## src/rtl/dd_pkg.sv

```systemverilog
package dd_pkg;
   typedef enum logic [2:0] {
      S_IDLE, S_LOAD, S_CHECK, S_READ, S_WRITE, S_STORE, S_FIN
   } dd_state_e;

   localparam logic [1:0] MODE_SUCC = 2'b01;
   localparam logic [1:0] SZ_BYTE   = 2'b00;
   localparam logic [1:0] SZ_HALF   = 2'b01;
   localparam logic [1:0] SZ_WORD   = 2'b10;
   localparam logic [1:0] STEP_INC  = 2'b01;
   localparam logic [1:0] STEP_DEC  = 2'b10;

   localparam int MODE_LSB  = 28;
   localparam int DINT_BIT  = 26;
   localparam int SIZE_LSB  = 24;
   localparam int CODE_LSB  = 28;
endpackage

```

## src/rtl/dd_trig_pend.sv

```systemverilog
module dd_trig_pend
   import dd_pkg::*;
#(
   parameter int NCH = 4,
   parameter int CHW = 2,
   parameter logic [NCH-1:0] EN_INIT = '1
)(
   input  logic           clk,
   input  logic           rst_n,
   input  logic [NCH-1:0] trig_i,
   input  logic [NCH-1:0] trig_hw_i,
   input  logic [NCH-1:0] en_set_i,
   input  logic           take_i,
   input  logic           fin_i,
   input  logic [CHW-1:0] fin_ch_i,
   input  logic           fin_hw_i,
   input  logic           fin_dinten_i,
   output logic           pend_any_o,
   output logic [CHW-1:0] grant_ch_o,
   output logic           grant_hw_o,
   output logic [NCH-1:0] flag_o,
   output logic [NCH-1:0] en_o
);
   logic [NCH-1:0] pend_q, pend_hw_q, flag_q, en_q;
   logic [NCH-1:0] acc_hw, acc, gnt_oh, clr_oh, fin_oh;

   assign acc_hw = trig_i & trig_hw_i & en_q;
   assign acc    = (trig_i & ~trig_hw_i) | acc_hw;
   assign gnt_oh = pend_q & (~pend_q + 1'b1);
   assign clr_oh = take_i ? gnt_oh : '0;
   assign fin_oh = fin_i ? (NCH'(1) << fin_ch_i) : '0;

   always_comb begin
      grant_ch_o = '0;
      for (int i = NCH - 1; i >= 0; i--)
         if (gnt_oh[i]) grant_ch_o = CHW'(i);
   end

   assign grant_hw_o = |(gnt_oh & pend_hw_q);
   assign pend_any_o = |pend_q;
   assign flag_o     = flag_q;
   assign en_o       = en_q;

   always_ff @(posedge clk or negedge rst_n) begin
      if (!rst_n) begin
         pend_q    <= '0;
         pend_hw_q <= '0;
         flag_q    <= '0;
         en_q      <= EN_INIT;
      end else begin
         pend_q    <= (pend_q & ~clr_oh) | acc;
         pend_hw_q <= (pend_hw_q & ~clr_oh) | acc_hw;
         flag_q    <= (flag_q & ~((fin_hw_i && !fin_dinten_i) ? fin_oh : '0)) | acc_hw;
         en_q      <= (en_q & ~((fin_hw_i && fin_dinten_i) ? fin_oh : '0)) | en_set_i;
      end
   end

   AST_GRANT_ONEHOT: assert property (@(posedge clk) disable iff (!rst_n)
      $onehot0(gnt_oh));
   AST_EN_CLEAR: assert property (@(posedge clk) disable iff (!rst_n)
      (fin_i && fin_hw_i && fin_dinten_i && !en_set_i[fin_ch_i]) |=> !en_o[$past(fin_ch_i)]);
   AST_SW_FLAGS: assert property (@(posedge clk) disable iff (!rst_n)
      (fin_i && !fin_hw_i && trig_i == '0 && en_set_i == '0) |=> (flag_o == $past(flag_o) && en_o == $past(en_o)));
endmodule

```

## src/rtl/dd_addr_step.sv

```systemverilog
module dd_addr_step
   import dd_pkg::*;
#(
   parameter int AW = 24
)(
   input  logic [AW-1:0] addr_i,
   input  logic [1:0]    code_i,
   input  logic [1:0]    size_i,
   output logic [AW-1:0] next_o,
   output logic          misal_o
);
   logic [AW-1:0] nb;

   always_comb begin
      case (size_i)
         SZ_BYTE: begin nb = AW'(1); misal_o = 1'b0;         end
         SZ_HALF: begin nb = AW'(2); misal_o = addr_i[0];    end
         default: begin nb = AW'(4); misal_o = |addr_i[1:0]; end
      endcase
      case (code_i)
         STEP_INC: next_o = addr_i + nb;
         STEP_DEC: next_o = addr_i - nb;
         default:  next_o = addr_i;
      endcase
   end
endmodule

```

## src/rtl/dd_seq.sv

```systemverilog
module dd_seq
   import dd_pkg::*;
#(
   parameter int AW  = 24,
   parameter int CW  = 16,
   parameter int CHW = 2
)(
   input  logic           clk,
   input  logic           rst_n,
   input  logic           pend_any_i,
   input  logic [CHW-1:0] grant_ch_i,
   input  logic           grant_hw_i,
   input  logic [AW-1:0]  base_addr_i,
   output logic           take_o,
   output logic           fin_o,
   output logic [CHW-1:0] fin_ch_o,
   output logic           fin_hw_o,
   output logic           fin_dinten_o,
   output logic           mreq_o,
   output logic           mwe_o,
   output logic [AW-1:0]  maddr_o,
   output logic [1:0]     msize_o,
   output logic [31:0]    mwdata_o,
   input  logic           mack_i,
   input  logic [31:0]    mrdata_i,
   output logic           busy_o,
   output logic           err_o
);
   dd_state_e      st_q;
   logic [CHW-1:0] ch_q;
   logic           hw_q, err_q;
   logic [1:0]     widx_q;
   logic [AW-1:0]  dbase_q;
   logic [31:0]    w0_q, w1_q, w2_q, buf_q, store_w;

   logic [CW-1:0]  cnt;
   logic [1:0]     size, mode;
   logic [AW-1:0]  pt_addr  [2];
   logic [1:0]     pt_code  [2];
   logic [AW-1:0]  pt_next  [2];
   logic           pt_misal [2];

   assign cnt        = w0_q[CW-1:0];
   assign size       = w0_q[SIZE_LSB+1:SIZE_LSB];
   assign mode       = w0_q[MODE_LSB+1:MODE_LSB];
   assign pt_addr[0] = w1_q[AW-1:0];
   assign pt_addr[1] = w2_q[AW-1:0];
   assign pt_code[0] = w1_q[CODE_LSB+1:CODE_LSB];
   assign pt_code[1] = w2_q[CODE_LSB+1:CODE_LSB];

   for (genvar p = 0; p < 2; p++) begin : g_pt
      dd_addr_step #(.AW(AW)) u_step (
         .addr_i (pt_addr[p]),
         .code_i (pt_code[p]),
         .size_i (size),
         .next_o (pt_next[p]),
         .misal_o(pt_misal[p])
      );
   end

   assign take_o       = (st_q == S_IDLE) && pend_any_i;
   assign fin_o        = (st_q == S_FIN);
   assign fin_ch_o     = ch_q;
   assign fin_hw_o     = hw_q;
   assign fin_dinten_o = w0_q[DINT_BIT];
   assign busy_o       = (st_q != S_IDLE);
   assign err_o        = err_q;

   always_comb begin
      case (widx_q)
         2'd0:    store_w = w0_q;
         2'd1:    store_w = w1_q;
         default: store_w = w2_q;
      endcase
      mreq_o   = 1'b0;
      mwe_o    = 1'b0;
      maddr_o  = dbase_q + AW'({widx_q, 2'b00});
      msize_o  = SZ_WORD;
      mwdata_o = store_w;
      case (st_q)
         S_LOAD:  mreq_o = 1'b1;
         S_STORE: begin mreq_o = 1'b1; mwe_o = 1'b1; end
         S_READ:  begin mreq_o = 1'b1; maddr_o = pt_addr[0]; msize_o = size; end
         S_WRITE: begin
            mreq_o = 1'b1; mwe_o = 1'b1; maddr_o = pt_addr[1];
            msize_o = size; mwdata_o = buf_q;
         end
         default: ;
      endcase
   end

   always_ff @(posedge clk or negedge rst_n) begin
      if (!rst_n) begin
         st_q    <= S_IDLE;
         ch_q    <= '0;
         hw_q    <= 1'b0;
         err_q   <= 1'b0;
         widx_q  <= '0;
         dbase_q <= '0;
         w0_q    <= '0;
         w1_q    <= '0;
         w2_q    <= '0;
         buf_q   <= '0;
      end else begin
         err_q <= 1'b0;
         case (st_q)
            S_IDLE: if (pend_any_i) begin
               st_q    <= S_LOAD;
               ch_q    <= grant_ch_i;
               hw_q    <= grant_hw_i;
               widx_q  <= '0;
               dbase_q <= base_addr_i + (AW'(grant_ch_i) << 3) + (AW'(grant_ch_i) << 2);
            end
            S_LOAD: if (mack_i) begin
               case (widx_q)
                  2'd0:    w0_q <= mrdata_i;
                  2'd1:    w1_q <= mrdata_i;
                  default: w2_q <= mrdata_i;
               endcase
               widx_q <= widx_q + 2'd1;
               if (widx_q == 2'd2) st_q <= S_CHECK;
            end
            S_CHECK: begin
               widx_q <= '0;
               if (mode != MODE_SUCC)             st_q <= S_IDLE;
               else if (cnt == '0)                st_q <= S_STORE;
               else if (pt_misal[0] || pt_misal[1]) begin
                  st_q  <= S_IDLE;
                  err_q <= 1'b1;
               end else                           st_q <= S_READ;
            end
            S_READ: if (mack_i) begin
               buf_q <= mrdata_i;
               st_q  <= S_WRITE;
            end
            S_WRITE: if (mack_i) begin
               w0_q <= {w0_q[31:CW], cnt - 1'b1};
               w1_q <= {w1_q[31:AW], pt_next[0]};
               w2_q <= {w2_q[31:AW], pt_next[1]};
               st_q <= (cnt == CW'(1)) ? S_STORE : S_READ;
            end
            S_STORE: if (mack_i) begin
               widx_q <= widx_q + 2'd1;
               if (widx_q == 2'd2) st_q <= S_FIN;
            end
            default: st_q <= S_IDLE;
         endcase
      end
   end

   AST_REQ_HOLD: assert property (@(posedge clk) disable iff (!rst_n)
      (mreq_o && !mack_i) |=> (mreq_o && $stable(maddr_o) && $stable(mwe_o)));
   AST_MODE_GATE: assert property (@(posedge clk) disable iff (!rst_n)
      (st_q == S_READ) |-> (mode == MODE_SUCC));
   AST_ZERO_NO_DATA: assert property (@(posedge clk) disable iff (!rst_n)
      (st_q == S_CHECK && mode == MODE_SUCC && cnt == '0) |=> (st_q == S_STORE));
   AST_ALIGNED: assert property (@(posedge clk) disable iff (!rst_n)
      (mreq_o && msize_o[1]) |-> (maddr_o[1:0] == 2'b00));
   AST_CNT_STEP: assert property (@(posedge clk) disable iff (!rst_n)
      (st_q == S_WRITE && mack_i) |=> (cnt == $past(cnt) - 1'b1));
endmodule

```

## src/rtl/desc_dma_seq.sv

```systemverilog
module desc_dma_seq
   import dd_pkg::*;
#(
   parameter int NCH = 4,
   parameter int AW  = 24,
   parameter int CW  = 16,
   parameter logic [NCH-1:0] EN_INIT = '1
)(
   input  logic           clk,
   input  logic           rst_n,
   input  logic [NCH-1:0] trig_i,
   input  logic [NCH-1:0] trig_hw_i,
   input  logic [NCH-1:0] en_set_i,
   input  logic [AW-1:0]  base_addr_i,
   output logic           mreq_o,
   output logic           mwe_o,
   output logic [AW-1:0]  maddr_o,
   output logic [1:0]     msize_o,
   output logic [31:0]    mwdata_o,
   input  logic           mack_i,
   input  logic [31:0]    mrdata_i,
   output logic           busy_o,
   output logic [NCH-1:0] irq_flag_o,
   output logic [NCH-1:0] chan_en_o,
   output logic           err_o
);
   localparam int CHW = (NCH < 2) ? 1 : $clog2(NCH);

   if (NCH < 1 || NCH > 32) begin : g_bad_nch
      $error("desc_dma_seq: NCH out of range");
   end
   if (AW < 8 || AW > 28) begin : g_bad_aw
      $error("desc_dma_seq: AW must lie in 8..28");
   end
   if (CW < 1 || CW > 24) begin : g_bad_cw
      $error("desc_dma_seq: CW must lie in 1..24");
   end

   logic           pend_any, grant_hw, take, fin, fin_hw, fin_dinten;
   logic [CHW-1:0] grant_ch, fin_ch;

   dd_trig_pend #(.NCH(NCH), .CHW(CHW), .EN_INIT(EN_INIT)) u_pend (
      .clk         (clk),
      .rst_n       (rst_n),
      .trig_i      (trig_i),
      .trig_hw_i   (trig_hw_i),
      .en_set_i    (en_set_i),
      .take_i      (take),
      .fin_i       (fin),
      .fin_ch_i    (fin_ch),
      .fin_hw_i    (fin_hw),
      .fin_dinten_i(fin_dinten),
      .pend_any_o  (pend_any),
      .grant_ch_o  (grant_ch),
      .grant_hw_o  (grant_hw),
      .flag_o      (irq_flag_o),
      .en_o        (chan_en_o)
   );

   dd_seq #(.AW(AW), .CW(CW), .CHW(CHW)) u_seq (
      .clk         (clk),
      .rst_n       (rst_n),
      .pend_any_i  (pend_any),
      .grant_ch_i  (grant_ch),
      .grant_hw_i  (grant_hw),
      .base_addr_i (base_addr_i),
      .take_o      (take),
      .fin_o       (fin),
      .fin_ch_o    (fin_ch),
      .fin_hw_o    (fin_hw),
      .fin_dinten_o(fin_dinten),
      .mreq_o      (mreq_o),
      .mwe_o       (mwe_o),
      .maddr_o     (maddr_o),
      .msize_o     (msize_o),
      .mwdata_o    (mwdata_o),
      .mack_i      (mack_i),
      .mrdata_i    (mrdata_i),
      .busy_o      (busy_o),
      .err_o       (err_o)
   );
endmodule

```

## config.mk

```make
export PLATFORM = sky130hd
export DESIGN_NAME = desc_dma_seq
export DESIGN_NICKNAME = d
export VERILOG_FILES = /design/src/rtl/dd_pkg.sv /design/src/rtl/dd_trig_pend.sv /design/src/rtl/dd_addr_step.sv /design/src/rtl/dd_seq.sv /design/src/rtl/desc_dma_seq.sv
export SDC_FILE = /design/constraint.sdc
export NUM_CORES = 1
export LEC_CHECK = 0
export ABC_AREA = 1
export BUFFER_PORTS_ARGS = -buffer_cell sky130_fd_sc_hd__buf_4
export CAP_MARGIN = 15
export CORE_MARGIN = 8
export CORE_UTILIZATION = 55
export DETAILED_ROUTE_END_ITERATION = 10
export PLACE_DENSITY = 0.78
export SLEW_MARGIN = 20
export SYNTH_ARGS = -nofsm -noshare
export SYNTH_HDL_FRONTEND = slang
export SYNTH_HIERARCHICAL = 1
export SYNTH_SLANG_ARGS = --single-unit
```

## constraint.sdc

```tcl
create_clock -name clk -period 2.59 [get_ports clk]
set_input_delay 0.259 -clock clk [delete_from_list [all_inputs] [get_ports clk]]
set_output_delay 0.259 -clock clk [all_outputs]
set_load 0.03 [all_outputs]
```

==> results of run 1 <==
==> what timing repair did <==
item	in CTS	in global routing
pin swaps	12	86
cloned	0	4
hold buffers	4	0
gates resized for setup	66	275
setup buffers	8	29
endpoints found under the setup margin	54	90
endpoints found under the hold margin	45	0
==> path summary, 6_finish.rpt <==
check | from | end | cells past startpoint | slack, ns
max | u_seq/dbase_q[2] | maddr_o[20] | 14 | -0.20
min | en_set_i[0] | u_pend/en_o[0] | 3 | 0.02
max reg2reg | u_seq/w2_q[29] | u_seq/w2_q[16] | 20 | -0.08
min reg2reg | u_pend/flag_o[0] | u_pend/flag_o[0] | 2 | 0.49
max in group asynchronous | rst_n | u_seq/w0_q[24] | 3 | 1.46
min in group asynchronous | rst_n | u_seq/dbase_q[19] | 2 | 0.31
==> registers in the layout, indices dropped and copies added, names as in the netlist <==
signal / flops
u_pend/en_o: 4
u_pend/flag_o: 4
u_pend/pend_hw_q: 4
u_pend/pend_q: 4
u_seq/buf_q: 32
u_seq/dbase_q: 24
u_seq/err_o: 1
u_seq/fin_ch_o: 2
u_seq/fin_hw_o: 1
u_seq/st_q: 3
u_seq/w0_q: 32
u_seq/w1_q: 32
u_seq/w2_q: 32
u_seq/widx_q: 2
==> layout by cell type, fill, tap and decap left out, types with 22 or more instances in the layout <==
cell,n
o21ai_0,61
ha_4,33
nor2_1,169
nor2_2,28
nand3_2,38
nor2_4,22
inv_2,24
inv_1,306
dfrtp_1,164
o21ai_1,68
buf_4,221
nand3_1,120
nand2_2,60
nand2_1,855
a21oi_1,64
==> cell type report <==
cell class | count | area, um2 | area share [%]
clock buffers | 17 | 425 | 2.25
clock inverters | 15 | 218 | 1.15
inverters | 334 | 1280 | 6.76
multi-input cells | 1767 | 9880 | 52.3
flip-flops and latches | 177 | 4450 | 23.5
well taps | 341 | 427 | 2.26
repair buffers | 261 | 2230 | 11.8
==> cells by family after synthesis <==
group / after synthesis / share of synthesized area [%]
AOI/OAI and AO/OA: 285 / 11.2
muxes: 16 / 1.22
xor gates and xnor gates: 14 / 0.833
buffers and inverters: 406 / 11.3
and+or+nand+nor: 1384 / 39.3
DFF: 177 / 30.1
adders and majority gates: 68 / 6.03
==> layer usage <==
layer	vias to the layer above	part of all wire, %	track usage [%]
li1	7804	-	-
met1	7616	40	38.4
met2	792	48	51.4
met3	163	7.9	5.32
met4	0	4.7	13.3
met5	-	0	0
==> worst max-delay path: stages (launching register included) <==
cell and delay, ns:
dfrtp_1 0.37, ha_2 0.20, inv_2 0.04, fa_2 0.36, inv_2 0.08, nand2_4 0.06
nor2_4 0.11, nand2_4 0.10, nor2_4 0.14, buf_6 0.13, nand3_2 0.07, nand2_2 0.11
nand3_2 0.09, nand2_2 0.09, buf_6 0.14
==> through the flow <==
| stage | util [%] | instance area (um2) | setup WS, ns | hold slack [ns] | instances |
|---|---|---|---|---|---|
| 2_1_floorplan | - | 14800 | 0.0186 | -0.0366 | 2350 |
| 3_3_place_gp | 62.0 | 16500 | -0.0415 | 0.236 | 2836 |
| 3_5_place_dp | 62.0 | 16500 | -0.106 | 0.239 | 2836 |
| 4_1_cts | 65.5 | 17500 | -0.0762 | 0.0172 | 2880 |
| 5_1_grt | 71.0 | 18900 | -0.303 | 0.0193 | 2912 |
| 6_report | 71.0 | 18900 | -0.201 | 0.0202 | 2912 |
==> metrics.csv, run 1 <==
metric,value,unit
CTS tree,yes,
die area,32300,um2
Setup TNS Final,-1.09,ns
share of the synthesized area in the top cell type,29.4,%
Ant. Diodes,0,
Worst slew margin,57.5,%
I/O pin total,141,
initial core utilization,55.2,%
final WL,53.9,mm
RSZ-0062 raised after global routing,true,
initial antenna violation count,0,
"top cells by area, synth","dfrtp_1, nand2_1, inv_1",
Layout fillers,2223,
crit path DAT,2.53,ns
H-tree levels,4,
CTS root buf,clkbuf_16,
leading area contributor after synthesis,dfrtp_1,
count of cell types in the netlist,47,
clock skew,0.0144,ns
final net count,2697,
largest net degree at the start of global routing,59,
share of cells above drive strength 1,23.8,%
Clock Pin Slew Worst Setup and Hold Paths,0.08,ns
period utilization,108,%
post-synthesis sequential area ratio,30.1,%
initial drt markers,1904,
GRT Util Overall,30.7,%
violated checks,setup timing,
Mapped Cells,2350,
port bufs,140,
syn_nets,2489,
Die W,180,um
Critical Path RT,2.33,ns
Via density,5.62,
Tmin final,2.79,ns
crit-path max FO,4,
FMAX,358,MHz
"Slew Viols, Final",0,
worst slew pin tran,0.635,ns
TritonCTS Buffers,17,
average wire per standard cell,18.5,um
Finish-stage setup viols,13,
Synth Register Bits,177,
Synth Cell Area,14700,um2
post-DP HPWL,39.0,mm
prevailing post-synth register cell,dfrtp_1,
drt pass-1 iters,6,
Yosys Warn Count,6,
row count,60,
Mean Syn Cell Area,6.26,um2
Worst setup EP type,output port,
first-pass GRT wire length,80.5,mm
vias in the first global route,15300,
status,"complete, but fails checks",
Final Hold Fails,0,
max cap viols,0,
min-delay worst type,in2reg,
"count leader, synth",nand2_1,
# clock sinks,177,
height of the chip,180,um
startpoint types,register,
"top cells by count, synth","nand2_1, inv_1, nor2_1, dfrtp_1, nand3_1",
worst skew pair latency,0.44,ns
area grow syn2layout,28.5,%
DRT antenna net count,0,
global route overflow,0,
Setup CP Type,reg2out,
Max clock buf depth,2,
Core ar.,26700,um2
Post-synth ARST share,100,%
placer congestion estimate,0.993,
DR vias,16400,
final worst setup slack,-0.201,ns
drt drc,0,
Post-synth EDFFs,0,
Power of run 1 is not shown: default switching activity piles up to over one toggle a cycle in this logic, so the estimate is an artifact.
==> run 2, diff against run 1 <==
- CORE_UTILIZATION: 55 -> 60
- CTS_CLUSTER_SIZE: not set -> 24
- GPL_TIMING_DRIVEN: not set -> 0
- PLACE_DENSITY: 0.78 -> 0.81
- clock period: 2.59 -> 3.2 ns (I/O delays scaled with it)
==> run 2 against run 1 <==
The run now ends clean. Sequential share of layout area grew 2.6 points. Clock skew up 0.0014 ns. Worst setup slack better by 0.22 ns. Wire length shrank 2.4%. First-iteration DRC count fell by 7.0%. Utilization is 0.59 points lower. Critical path depth is 5 lower. Largest cell class unchanged. Design area decreased by 10%. Die area shrank 7.6%. Global-route usage increased by 3.6 points.
==> metrics.csv, run 2 (synthesis gave the netlist of run 1 again) <==
metric,value,unit,change
Worst setup EP type,output port,,
DP Cell Count,2816,,-0.71%
Int Power,0.00936,W,
initial core utilization,60.9,%,+5.7 points
crit path capture,mwdata_o[0],,
Core ar.,24200,um2,-9.3%
Clock Pin Slew Worst Setup and Hold Paths,0.09,ns,about the same
TritonCTS Buffers,17,,unchanged
r2r worst-path depth,17,,-15%
global route overflow,0,,unchanged
CTS root buf,clkbuf_16,,
DR vias,16100,,-1.7%
Sequential Power Share,19.3,%,
Final Hold Fails,0,,unchanged
I/O pin total,141,,unchanged
Post-Layout Cell Count,2857,,-1.9%
Ant. Diodes,0,,unchanged
RR Endpoint,u_seq/w2_q[16],,
row count,57,,-5.0%
first-pass GRT wire length,82.2,mm,+2.1%
startpoint types,register,,
worst slew pin tran,0.664,ns,+0.0290 ns
share of cells above drive strength 1,13.2,%,-11 points
DRT antenna net count,0,,unchanged
"most common cell after layout, fill and taps aside",nand2_1,,
worst r2r src,u_seq/w0_q[25],,
largest net degree at the start of global routing,66,,+12%
Critical Path RT,2.88,ns,+0.55 ns
height of the chip,173,um,-3.9%
launch point of the worst path,u_seq/widx_q[1],,
max cap viols,0,,unchanged
Tmin final,3.18,ns,
H-tree levels,4,,unchanged
"Slew Viols, Final",0,,unchanged
initial antenna violation count,1,,+1
drt pass-1 iters,7,,+1
Worst slew margin,55.7,%,-1.8 points
placer congestion estimate,1.04,,+4.6%
area grow syn2layout,15.6,%,
port bufs,140,,unchanged
clock share of power,9.9,%,
Switch Pwr,0.0126,W,
post-place setup slack,-0.196,ns,-0.0910 ns
Setup CP Type,reg2out,,
clock skew,0.0158,ns,+0.00137 ns
Max clock buf depth,2,,unchanged
Finish-stage setup viols,0,,-13
Combinational Power Share,70.8,%,
crit path DAT,2.86,ns,+0.33 ns
die area,29800,um2,-7.6%
switching share of total power,57.3,%,
min-delay worst type,in2reg,,
final net count,2659,,-1.4%
final worst setup slack,0.0231,ns,+0.224 ns
vias in the first global route,15400,,+0.52%
CTS tree,yes,,
VDD IR-drop max,0.949,mV,
status,finished clean,,
worst-path cell chain,inv_1 -> ha_1 -> buf_2 -> inv_2 -> buf_1 -> o22ai_1 -> o21ai_0 -> nand2_1 -> buf_4,,
worst skew pair latency,0.45,ns,about the same
post-DP HPWL,41.7,mm,+6.8%
Via density,5.63,,+0.18%
reg2reg setup slack,0.12,ns,+0.20 ns
Crit-path slowest cell,buf_1,,
GRT Util Overall,34.2,%,+3.6 points
Setup TNS Final,0,ns,+1.09 ns
FMAX,315,MHz,
Final Util,70.4,%,-0.59 points
crit-path max FO,10,,+6
leakage power,9.38,nW,
final WL,52.6,mm,-2.4%
average wire per standard cell,18.4,um,-0.54%
power density over the cells,1290,nW/um2,
Die W,173,um,-3.9%
"commonest non-fill, non-tap cells in the layout","nand2_1, inv_1, nor2_1",,
drt drc,0,,unchanged
period utilization,99.3,%,
# clock sinks,177,,unchanged
initial drt markers,1771,,-7.0%
CP peak stage delay,0.44,ns,+0.07 ns
run 2: worst min-delay path by stage:
stage / slack (ns) / cells after the start / end / start
2_1_floorplan: 0.02 / 0 / u_pend/flag_o[0] / rst_n
3_3_place_gp: 0.46 / 2 / u_pend/flag_o[2] / u_pend/flag_o[2]
3_5_place_dp: 0.29 / 1 / u_seq/dbase_q[10] / rst_n
4_1_cts: 0.05 / 3 / u_pend/en_o[0] / en_set_i[0]
5_1_grt: 0.06 / 3 / u_pend/en_o[2] / en_set_i[2]
6_report: 0.06 / 3 / u_pend/en_o[3] / en_set_i[3]
run 2: layout make-up:
| cell class | instances | area [um2] |
|---|---|---|
| multi-input cells | 1767 | 8700 |
| flip-flops and latches | 177 | 4440 |
| clock inverters | 15 | 199 |
| inverters | 334 | 1250 |
| clock buffers | 17 | 425 |
| plain buffers | 72 | 405 |
| repair buffers | 151 | 1180 |
| well taps | 324 | 405 |
| fillers | 2183 | 7160 |
run 2: metal layers:
metal | global-route usage [%] | up-vias | wire length, um
met4 | 17.9 | 2 | 3160
met3 | 5.95 | 183 | 4550
li1 | - | 7730 | -
met5 | 0 | - | 18
met1 | 41.6 | 7381 | 20600
met2 | 57.4 | 799 | 24200
run 2: repair_timing:
item / in CTS / in global routing
pin swaps: 1 / 5
buffers inserted: 0 / 8
gates cloned: 0 / 0
resized for setup: 9 / 16
hold buffers: 1 / 0
endpoints found under the hold margin: 59 / 0
setup endpoints to repair: 26 / 16
run 2: critical path, delay by kind of cell (launching register included):
family / cells / cell delay, ns
compound gates: 2 / 0.56
buf+inv: 5 / 1.14
flops: 1 / 0.40
fa+ha+maj: 1 / 0.19
simple gates: 1 / 0.12
run 2: power groups by stage:
stage / sequential (W) / clock (W) / combinational [W]
finish: 0.00422 / 0.00218 / 0.0155
global route: 0.00432 / 0.00227 / 0.0170
CTS: 0.00416 / 0.00218 / 0.0152
detailed placement: 0.00419 / 0 / 0.0151
global placement: 0.00414 / 0 / 0.0148
floorplan: 0.00382 / 0 / 0.0107
run 2: stage by stage:
| stage | total power (W) | instance area (um2) | hold WS, ns |
|---|---|---|---|
| 6_report | 0.0219 | 17000 | 0.0550 |
| 5_1_grt | 0.0236 | 17000 | 0.0573 |
| 4_1_cts | 0.0215 | 16900 | 0.0510 |
| 3_5_place_dp | 0.0192 | 16200 | 0.291 |
| 3_3_place_gp | 0.0189 | 16200 | 0.459 |
| 2_1_floorplan | 0.0145 | 14700 | 0.0244 |
(Power assumes the default switching activity.)
